File: src/rtl/epw_pkg.sv
package epw_pkg;
  typedef enum logic [1:0] {
    ST_IDLE = 2'd0,
    ST_LOAD = 2'd1,
    ST_PROG = 2'd2
  } epw_state_e;
endpackage

File: src/rtl/epw_strobe.sv
// Synchronises the two enables and marks where the combined strobe starts and stops.
module epw_strobe (
  input  logic clk,
  input  logic rst_n,
  input  logic ce_n,
  input  logic we_n,
  output logic act,
  output logic start,
  output logic stop,
  output logic ce_lo,
  output logic we_hi
);
  logic [1:0] ce_q, ce_d;
  logic [1:0] we_q, we_d;
  logic       act_q;

  always_comb begin
    ce_d  = {ce_q[0], ce_n};
    we_d  = {we_q[0], we_n};
    act   = ~ce_q[1] & ~we_q[1];
    start = act & ~act_q;
    stop  = ~act & act_q;
    ce_lo = ~ce_q[1];
    we_hi = we_q[1];
  end

  always_ff @(posedge clk or negedge rst_n) begin
    if (!rst_n) begin
      ce_q  <= 2'b11;
      we_q  <= 2'b11;
      act_q <= 1'b0;
    end else begin
      ce_q  <= ce_d;
      we_q  <= we_d;
      act_q <= act;
    end
  end
endmodule

File: src/rtl/epw_seq.sv
// Load window, page rule, inhibit and program timer.
module epw_seq
  import epw_pkg::*;
#(
  parameter int ADDR_W = 15,
  parameter int OFS_W  = 6,
  parameter int SIDX_W = 2,
  parameter int T_BLC  = 1000,
  parameter int T_WC   = 20000
) (
  input  logic              clk,
  input  logic              rst_n,
  input  logic              act,
  input  logic              start,
  input  logic              stop,
  input  logic              oe_n,
  input  logic [ADDR_W-1:0] addr,
  output logic              wr_en,
  output logic [OFS_W-1:0]  cap_lane,
  output logic [SIDX_W-1:0] prog_page,
  output logic              commit,
  output logic              busy,
  output logic              page_err
);
  localparam int PG_W  = ADDR_W - OFS_W;
  localparam int BLC_W = $clog2(T_BLC + 1);
  localparam int WC_W  = $clog2(T_WC + 1);

  epw_state_e        st_q, st_d;
  logic [ADDR_W-1:0] cap_q, cap_d;
  logic [PG_W-1:0]   pg_q, pg_d, cap_pg;
  logic              arm_q, arm_d, err_q, err_d;
  logic [BLC_W-1:0]  blc_q, blc_d;
  logic [WC_W-1:0]   wc_q, wc_d;
  logic              same_pg, accept, reject, tmo, wc_end;

  always_comb begin
    cap_pg  = cap_q[ADDR_W-1:OFS_W];
    same_pg = (cap_pg == pg_q);
    accept  = stop & arm_q & ((st_q == ST_IDLE) | ((st_q == ST_LOAD) & same_pg));
    reject  = stop & arm_q & (st_q == ST_LOAD) & ~same_pg;
    tmo     = (st_q == ST_LOAD) & ~act & ~accept & (blc_q == BLC_W'(T_BLC - 1));
    wc_end  = (st_q == ST_PROG) & (wc_q == WC_W'(T_WC - 1));

    st_d = st_q;
    case (st_q)
      ST_IDLE: if (accept) st_d = ST_LOAD;
      ST_LOAD: if (tmo)    st_d = ST_PROG;
      ST_PROG: if (wc_end) st_d = ST_IDLE;
      default:             st_d = ST_IDLE;
    endcase

    cap_d = start ? addr : cap_q;

    arm_d = arm_q;
    if (stop || st_q == ST_PROG) arm_d = 1'b0;
    if (start) arm_d = oe_n & (st_q != ST_PROG);

    pg_d  = (accept && st_q == ST_IDLE) ? cap_pg : pg_q;
    err_d = err_q | reject;

    if (act || accept || st_q != ST_LOAD) blc_d = '0;
    else                                  blc_d = blc_q + BLC_W'(1);

    wc_d = (st_q == ST_PROG) ? wc_q + WC_W'(1) : '0;
  end

  always_ff @(posedge clk or negedge rst_n) begin
    if (!rst_n) begin
      st_q  <= ST_IDLE;
      cap_q <= '0;
      pg_q  <= '0;
      arm_q <= 1'b0;
      err_q <= 1'b0;
      blc_q <= '0;
      wc_q  <= '0;
    end else begin
      st_q  <= st_d;
      cap_q <= cap_d;
      pg_q  <= pg_d;
      arm_q <= arm_d;
      err_q <= err_d;
      blc_q <= blc_d;
      wc_q  <= wc_d;
    end
  end

  assign wr_en     = accept;
  assign cap_lane  = cap_q[OFS_W-1:0];
  assign prog_page = pg_q[SIDX_W-1:0];
  assign commit    = wc_end;
  assign busy      = (st_q == ST_PROG);
  assign page_err  = err_q;
endmodule

File: src/rtl/epw_page_buf.sv
// One data byte and one valid flag per lane of the page.
module epw_page_buf #(
  parameter int DATA_W = 8,
  parameter int OFS_W  = 6
) (
  input  logic                                  clk,
  input  logic                                  rst_n,
  input  logic                                  wr_en,
  input  logic [OFS_W-1:0]                      wr_lane,
  input  logic [DATA_W-1:0]                     wr_data,
  input  logic                                  clr,
  output logic [(1<<OFS_W)-1:0][DATA_W-1:0]     lane_data,
  output logic [(1<<OFS_W)-1:0]                 lane_vld
);
  localparam int PAGE_BYTES = 1 << OFS_W;

  for (genvar g = 0; g < PAGE_BYTES; g++) begin : g_lane
    logic hit;
    assign hit = wr_en & (wr_lane == OFS_W'(g));
    always_ff @(posedge clk or negedge rst_n) begin
      if (!rst_n) begin
        lane_data[g] <= '0;
        lane_vld[g]  <= 1'b0;
      end else begin
        if (hit) lane_data[g] <= wr_data;
        if (clr)      lane_vld[g] <= 1'b0;
        else if (hit) lane_vld[g] <= 1'b1;
      end
    end
  end
endmodule

File: src/rtl/epw_store.sv
// Behavioural storage, one column per byte lane so a whole page commits in one cycle.
module epw_store #(
  parameter int DATA_W      = 8,
  parameter int OFS_W       = 6,
  parameter int STORE_PAGES = 4,
  parameter int SIDX_W      = 2
) (
  input  logic                              clk,
  input  logic [(1<<OFS_W)-1:0]             wr_vec,
  input  logic [SIDX_W-1:0]                 wr_idx,
  input  logic [(1<<OFS_W)-1:0][DATA_W-1:0] wr_data,
  input  logic [SIDX_W-1:0]                 rd_idx,
  input  logic [OFS_W-1:0]                  rd_lane,
  output logic [DATA_W-1:0]                 rd_data
);
  localparam int PAGE_BYTES = 1 << OFS_W;

  logic [PAGE_BYTES-1:0][DATA_W-1:0] lane_rd;

  for (genvar g = 0; g < PAGE_BYTES; g++) begin : g_col
    logic [DATA_W-1:0] mem_q [STORE_PAGES];
    always_ff @(posedge clk) begin
      if (wr_vec[g]) mem_q[wr_idx] <= wr_data[g];
    end
    assign lane_rd[g] = mem_q[rd_idx];
  end

  assign rd_data = lane_rd[rd_lane];
endmodule

File: src/rtl/eeprom_page_writer.sv
module eeprom_page_writer #(
  parameter int ADDR_W      = 15,
  parameter int DATA_W      = 8,
  parameter int OFS_W       = 6,
  parameter int STORE_PAGES = 4,
  parameter int T_BLC       = 1000,
  parameter int T_WC        = 20000
) (
  input  logic              clk,
  input  logic              rst_n,
  input  logic              ce_n,
  input  logic              oe_n,
  input  logic              we_n,
  input  logic [ADDR_W-1:0] addr,
  input  logic [DATA_W-1:0] din,
  output logic [DATA_W-1:0] rd_data,
  output logic              rd_ok,
  output logic              busy,
  output logic              page_err
);
  localparam int PAGE_BYTES = 1 << OFS_W;
  localparam int SIDX_W     = $clog2(STORE_PAGES);

  // reset: asserted asynchronously, released on the clock
  logic [1:0] rst_q;
  logic       srst_n;
  always_ff @(posedge clk or negedge rst_n) begin
    if (!rst_n) rst_q <= 2'b00;
    else        rst_q <= {rst_q[0], 1'b1};
  end
  assign srst_n = rst_q[1];

  logic act, start, stop, ce_lo, we_hi;
  logic wr_en, commit;
  logic [OFS_W-1:0]  cap_lane;
  logic [SIDX_W-1:0] prog_page;
  logic [PAGE_BYTES-1:0][DATA_W-1:0] lane_data;
  logic [PAGE_BYTES-1:0]             lane_vld;
  logic [DATA_W-1:0] store_rd;

  epw_strobe u_strobe (
    .clk(clk), .rst_n(srst_n), .ce_n(ce_n), .we_n(we_n),
    .act(act), .start(start), .stop(stop), .ce_lo(ce_lo), .we_hi(we_hi)
  );

  epw_seq #(
    .ADDR_W(ADDR_W), .OFS_W(OFS_W), .SIDX_W(SIDX_W), .T_BLC(T_BLC), .T_WC(T_WC)
  ) u_seq (
    .clk(clk), .rst_n(srst_n), .act(act), .start(start), .stop(stop),
    .oe_n(oe_n), .addr(addr), .wr_en(wr_en), .cap_lane(cap_lane),
    .prog_page(prog_page), .commit(commit), .busy(busy), .page_err(page_err)
  );

  epw_page_buf #(.DATA_W(DATA_W), .OFS_W(OFS_W)) u_buf (
    .clk(clk), .rst_n(srst_n), .wr_en(wr_en), .wr_lane(cap_lane),
    .wr_data(din), .clr(commit), .lane_data(lane_data), .lane_vld(lane_vld)
  );

  epw_store #(
    .DATA_W(DATA_W), .OFS_W(OFS_W), .STORE_PAGES(STORE_PAGES), .SIDX_W(SIDX_W)
  ) u_store (
    .clk(clk), .wr_vec(lane_vld & {PAGE_BYTES{commit}}), .wr_idx(prog_page),
    .wr_data(lane_data), .rd_idx(addr[OFS_W +: SIDX_W]),
    .rd_lane(addr[OFS_W-1:0]), .rd_data(store_rd)
  );

  // read port
  logic              rd_go;
  logic              rd_ok_q;
  logic [DATA_W-1:0] rd_q;
  assign rd_go = ce_lo & we_hi & ~oe_n & ~busy;

  always_ff @(posedge clk or negedge srst_n) begin
    if (!srst_n) begin
      rd_ok_q <= 1'b0;
      rd_q    <= '0;
    end else begin
      rd_ok_q <= rd_go;
      if (rd_go) rd_q <= store_rd;
    end
  end

  assign rd_ok   = rd_ok_q;
  assign rd_data = rd_q;
endmodule

File: config.mk
export PLATFORM = sky130hd
export DESIGN_NAME = eeprom_page_writer
export DESIGN_NICKNAME = d
export VERILOG_FILES = /design/src/rtl/epw_pkg.sv /design/src/rtl/epw_strobe.sv /design/src/rtl/epw_seq.sv /design/src/rtl/epw_page_buf.sv /design/src/rtl/epw_store.sv /design/src/rtl/eeprom_page_writer.sv
export SDC_FILE = /design/constraint.sdc
export NUM_CORES = 2
export LEC_CHECK = 0
export CELL_PAD_IN_SITES_DETAIL_PLACEMENT = 1
export CELL_PAD_IN_SITES_GLOBAL_PLACEMENT = 2
export CORE_MARGIN = 8
export CORE_UTILIZATION = 56
export CTS_BUF_LIST = sky130_fd_sc_hd__clkbuf_8
export CTS_CLUSTER_SIZE = 8
export DETAILED_ROUTE_END_ITERATION = 6
export DONT_BUFFER_PORTS = 1
export GPL_TIMING_DRIVEN = 0
export PLACE_DENSITY_LB_ADDON = 0.08
export SYNTH_ARGS = -nofsm -noshare
export SYNTH_HDL_FRONTEND = slang
export SYNTH_SLANG_ARGS = --single-unit
File: constraint.sdc
create_clock -name clk -period 51.4 [get_ports clk]
set_input_delay 5.14 -clock clk [delete_from_list [all_inputs] [get_ports clk]]
set_output_delay 5.14 -clock clk [all_outputs]
set_load 0.02 [all_outputs]
==> impl_results.md <==
- Hpwl dp: 264 mm
- Most used cell, CP: buf_2
- Routed WL: 390 mm
- Combinational share of power: 0.053
- CP Launch Type: primary input
- Area of placed instances: 109,000 um^2
- I/O Pins: 39
- Die height: 449 um
- Max FO, Critical Path: 12
- Syn avg cell area: 19.3 um^2
- Pre-CTS WS: 40.58 ns
- Share of layout cells above drive strength 1: 0.285
- Cell variety after synth: 65
- Seq cells post-synth: 2,693
- Violated checks: capacitance limit, slew limit
- Worst-path cell chain: buf_2 > buf_2 > buf_2 > buf_2 > buf_2 > mux2i_1 > o22ai_1 > nor4b_2 > buf_4 > a21oi_1 > nand4_1 > o311ai_0
- Final Hold Viols: 0
- Crit path capture type: flop
- Outcome: finished, violations left
- Initial antenna violation count: 67
- Relative slew slack: -0.145
- CTS-repair resized insts: 0
- Synthesized area: 105,000 um^2
- RSZ-0062 raised after global routing: false
- Max-slew violation count: 159
- First-pass GRT wire length: 512 mm
- Total of max-cap violations: 18
- Fmax: 101 MHz
- Post-synth top area cell: edfxtp_1
- Final GP Congestion: 0.954
- Synth top area cells: edfxtp_1 59%, dfrtp_1 15%, mux4_2 8.5%, mux2_2 5.9%, mux2i_1 2.4%
- DRC: 0
- Most common cell in the synthesized netlist: edfxtp_1
- Largest net degree at the start of global routing: 59
- Die W: 449 um
- Final setup viols: 0
- DRT antenna net count: 0
- Commonest cells in the netlist: 2,048 x edfxtp_1, 641 x dfrtp_1, 548 x mux2_2
- Rows: 159
- Ys async rst share: 0.240
- Worst Skew: 0.0570 ns
- Final period utilization: 0.192
- Gate count of the mapped netlist: 5,445
- Worst-Margin Slew: 1.72 ns
- Initial Utilization: 0.561
- Synthesized Nets: 5,475
- CTS Buffer Depth: 4
- Congestion Overflow GR: 0
- Number of synthesized flops with an enable pin: 2,048
- LEAKAGE: 46.1 nW
- Pwr dens: 37.3 nW/um^2
- Via/cell ratio: 6.91
- CTS Root Cell: clkbuf_8
- Critical Path AT: 10.91 ns
- Register area share after synthesis: 0.739
- Latest clock arrival within the worst-skew pair: 1.13 ns
- Final #Nets: 5,953
- Slowest-stage cell, CP: buf_2
- Port Buffers: 0
- H-tree depth: 5
- Setup_tns: 0 ns
- Top cell type's share of synthesized area: 0.585
- CP Class: primary input to flop
- CTS tree: built
- Worst hold path type: flop to flop
- Flop pwr share: 0.537
- Clock buffer count from CTS: 442
- CP Buf/Inv Count: 6
- Hold_buf cts: 0
- Internal: 3.32 mW
- Max VDD drop: 0.0271 mV
- Drt initial violations: 10,400
- Num Clock Sinks: 2,693
- CORE AREA: 187,000 um^2
- Clock-pin transition on the worst setup and hold timing paths: 0.07 ns
- Gr usage total: 0.377
- CP max stage delay: 0.90 ns
- Synth Flop Type: edfxtp_1
- Sw Ratio: 0.242
- Die area: 202,000 um^2
- Post-CTS Setup Bufs: 0
- Clock group share of total power: 0.410
- Required time worst endpoint: 52.42 ns
- Drt first pass iters: 6
- Final instance area: 118,000 um^2
- CP top delay family: buffers and inverters
- Min cycle time layout: 9.89 ns
- Via count: 60,800
- Post-route setup slack: 41.51 ns
- Routed length per instance: 44.3 um
- Sw power: 1.06 mW
- YS warnings: 0
- Vias in the first global route: 59,600
- Area added between synthesis and finish: 11.9%
## through the flow
stage | utilization | instances | hold slack (ns) | power (mW)
after floorplan | - | 5445 | 0.331 | 2.50
after global placement | 0.578 | 7940 | 0.337 | 2.61
after detailed placement | 0.583 | 7973 | 0.343 | 2.62
after CTS | 0.627 | 8775 | 0.343 | 4.37
after global routing | 0.628 | 8782 | 0.341 | 4.46
final | 0.628 | 8802 | 0.339 | 4.38
## flip-flops by register name, indices dropped and copies added (netlist names)
name / count
u_seq.st_q: 2
u_seq.cap_q: 15
rd_data: 8
u_seq.pg_q: 9
u_seq.arm_q: 1
u_strobe.ce_q: 2
u_buf.lane_data: 512
rd_ok: 1
u_seq.wc_q: 15
u_buf.lane_vld: 64
rst_q: 2
u_strobe.act_q: 1
u_store.g_col.mem_q: 2048
u_seq.blc_q: 10
u_strobe.we_q: 2
u_seq.page_err: 1
## placed cells by master (no fill, tap or decap), drive strengths merged, types with 69 or more instances in the layout
master / instances
o22ai: 82
nand2: 126
mux2: 557
buf: 194
dfrtp: 641
nor2: 148
mux4: 396
mux2i: 249
edfxtp: 2048
clkbuf: 692
and2: 245
inv: 240
a22oi: 69
## final timing paths
| kind | cells after the start | slack, ns | startpoint | end |
|---|---|---|---|---|
| min | 0 | 0.34 | rst_q[0] | rst_q[1] |
| max in group asynchronous | 0 | 47.60 | rst_n | rst_q[0] |
| max reg2reg | 8 | 45.85 | u_seq.wc_q[0] | u_store.g_col[29].mem_q[3][3] |
| max | 12 | 41.51 | addr[7] | rd_data[1] |
| min reg2reg | 0 | 0.34 | rst_q[0] | rst_q[1] |
| min in group asynchronous | 0 | 0.40 | rst_q[1] | u_buf.lane_data[382] |
## metal layers
metal | routed length, um | GRT usage | vias up
met5 | 35 | 0 | -
met1 | 142000 | 0.513 | 32300
met2 | 169000 | 0.544 | 4833
li1 | - | - | 22800
met4 | 22900 | 0.191 | 6
met3 | 55400 | 0.134 | 910
## kinds of logic (layout without fill, tap and decap cells)
group / after synthesis / count (layout) / share of synthesized area
other: 1 / 27 / 0.0000357
xor gates and xnor gates: 30 / 30 / 0.00250
buffers and inverters: 352 / 1188 / 0.0163
DFF: 2693 / 2693 / 0.739
and+or+nand+nor: 713 / 713 / 0.0352
muxes: 1202 / 1202 / 0.168
adders and majority gates: 2 / 2 / 0.000238
AOI/OAI and AO/OA: 452 / 452 / 0.0387
## power by group through the flow
| stage | clock (mW) | sequential [mW] | combinational (mW) |
|---|---|---|---|
| 2_1_floorplan | 0 | 2.40 | 0.0968 |
| 3_3_place_gp | 0 | 2.41 | 0.203 |
| 3_5_place_dp | 0 | 2.40 | 0.221 |
| 4_1_cts | 1.79 | 2.36 | 0.222 |
| 5_1_grt | 1.87 | 2.36 | 0.227 |
| 6_report | 1.80 | 2.36 | 0.230 |
## layout make-up
class,count,area [um^2]
Inverter,27,101
Fill cell,15800,69600
Clock buffer,527,7250
Antenna cell,26,65.1
Tap cell,2495,3120
Sequential cell,2693,77600
Multi-Input combinational cell,2400,25900
Clock inverter,275,1140
Timing Repair Buffer,34,697
Buffer,325,1690
No activity file was read; power rests on OpenSTA's default activity.
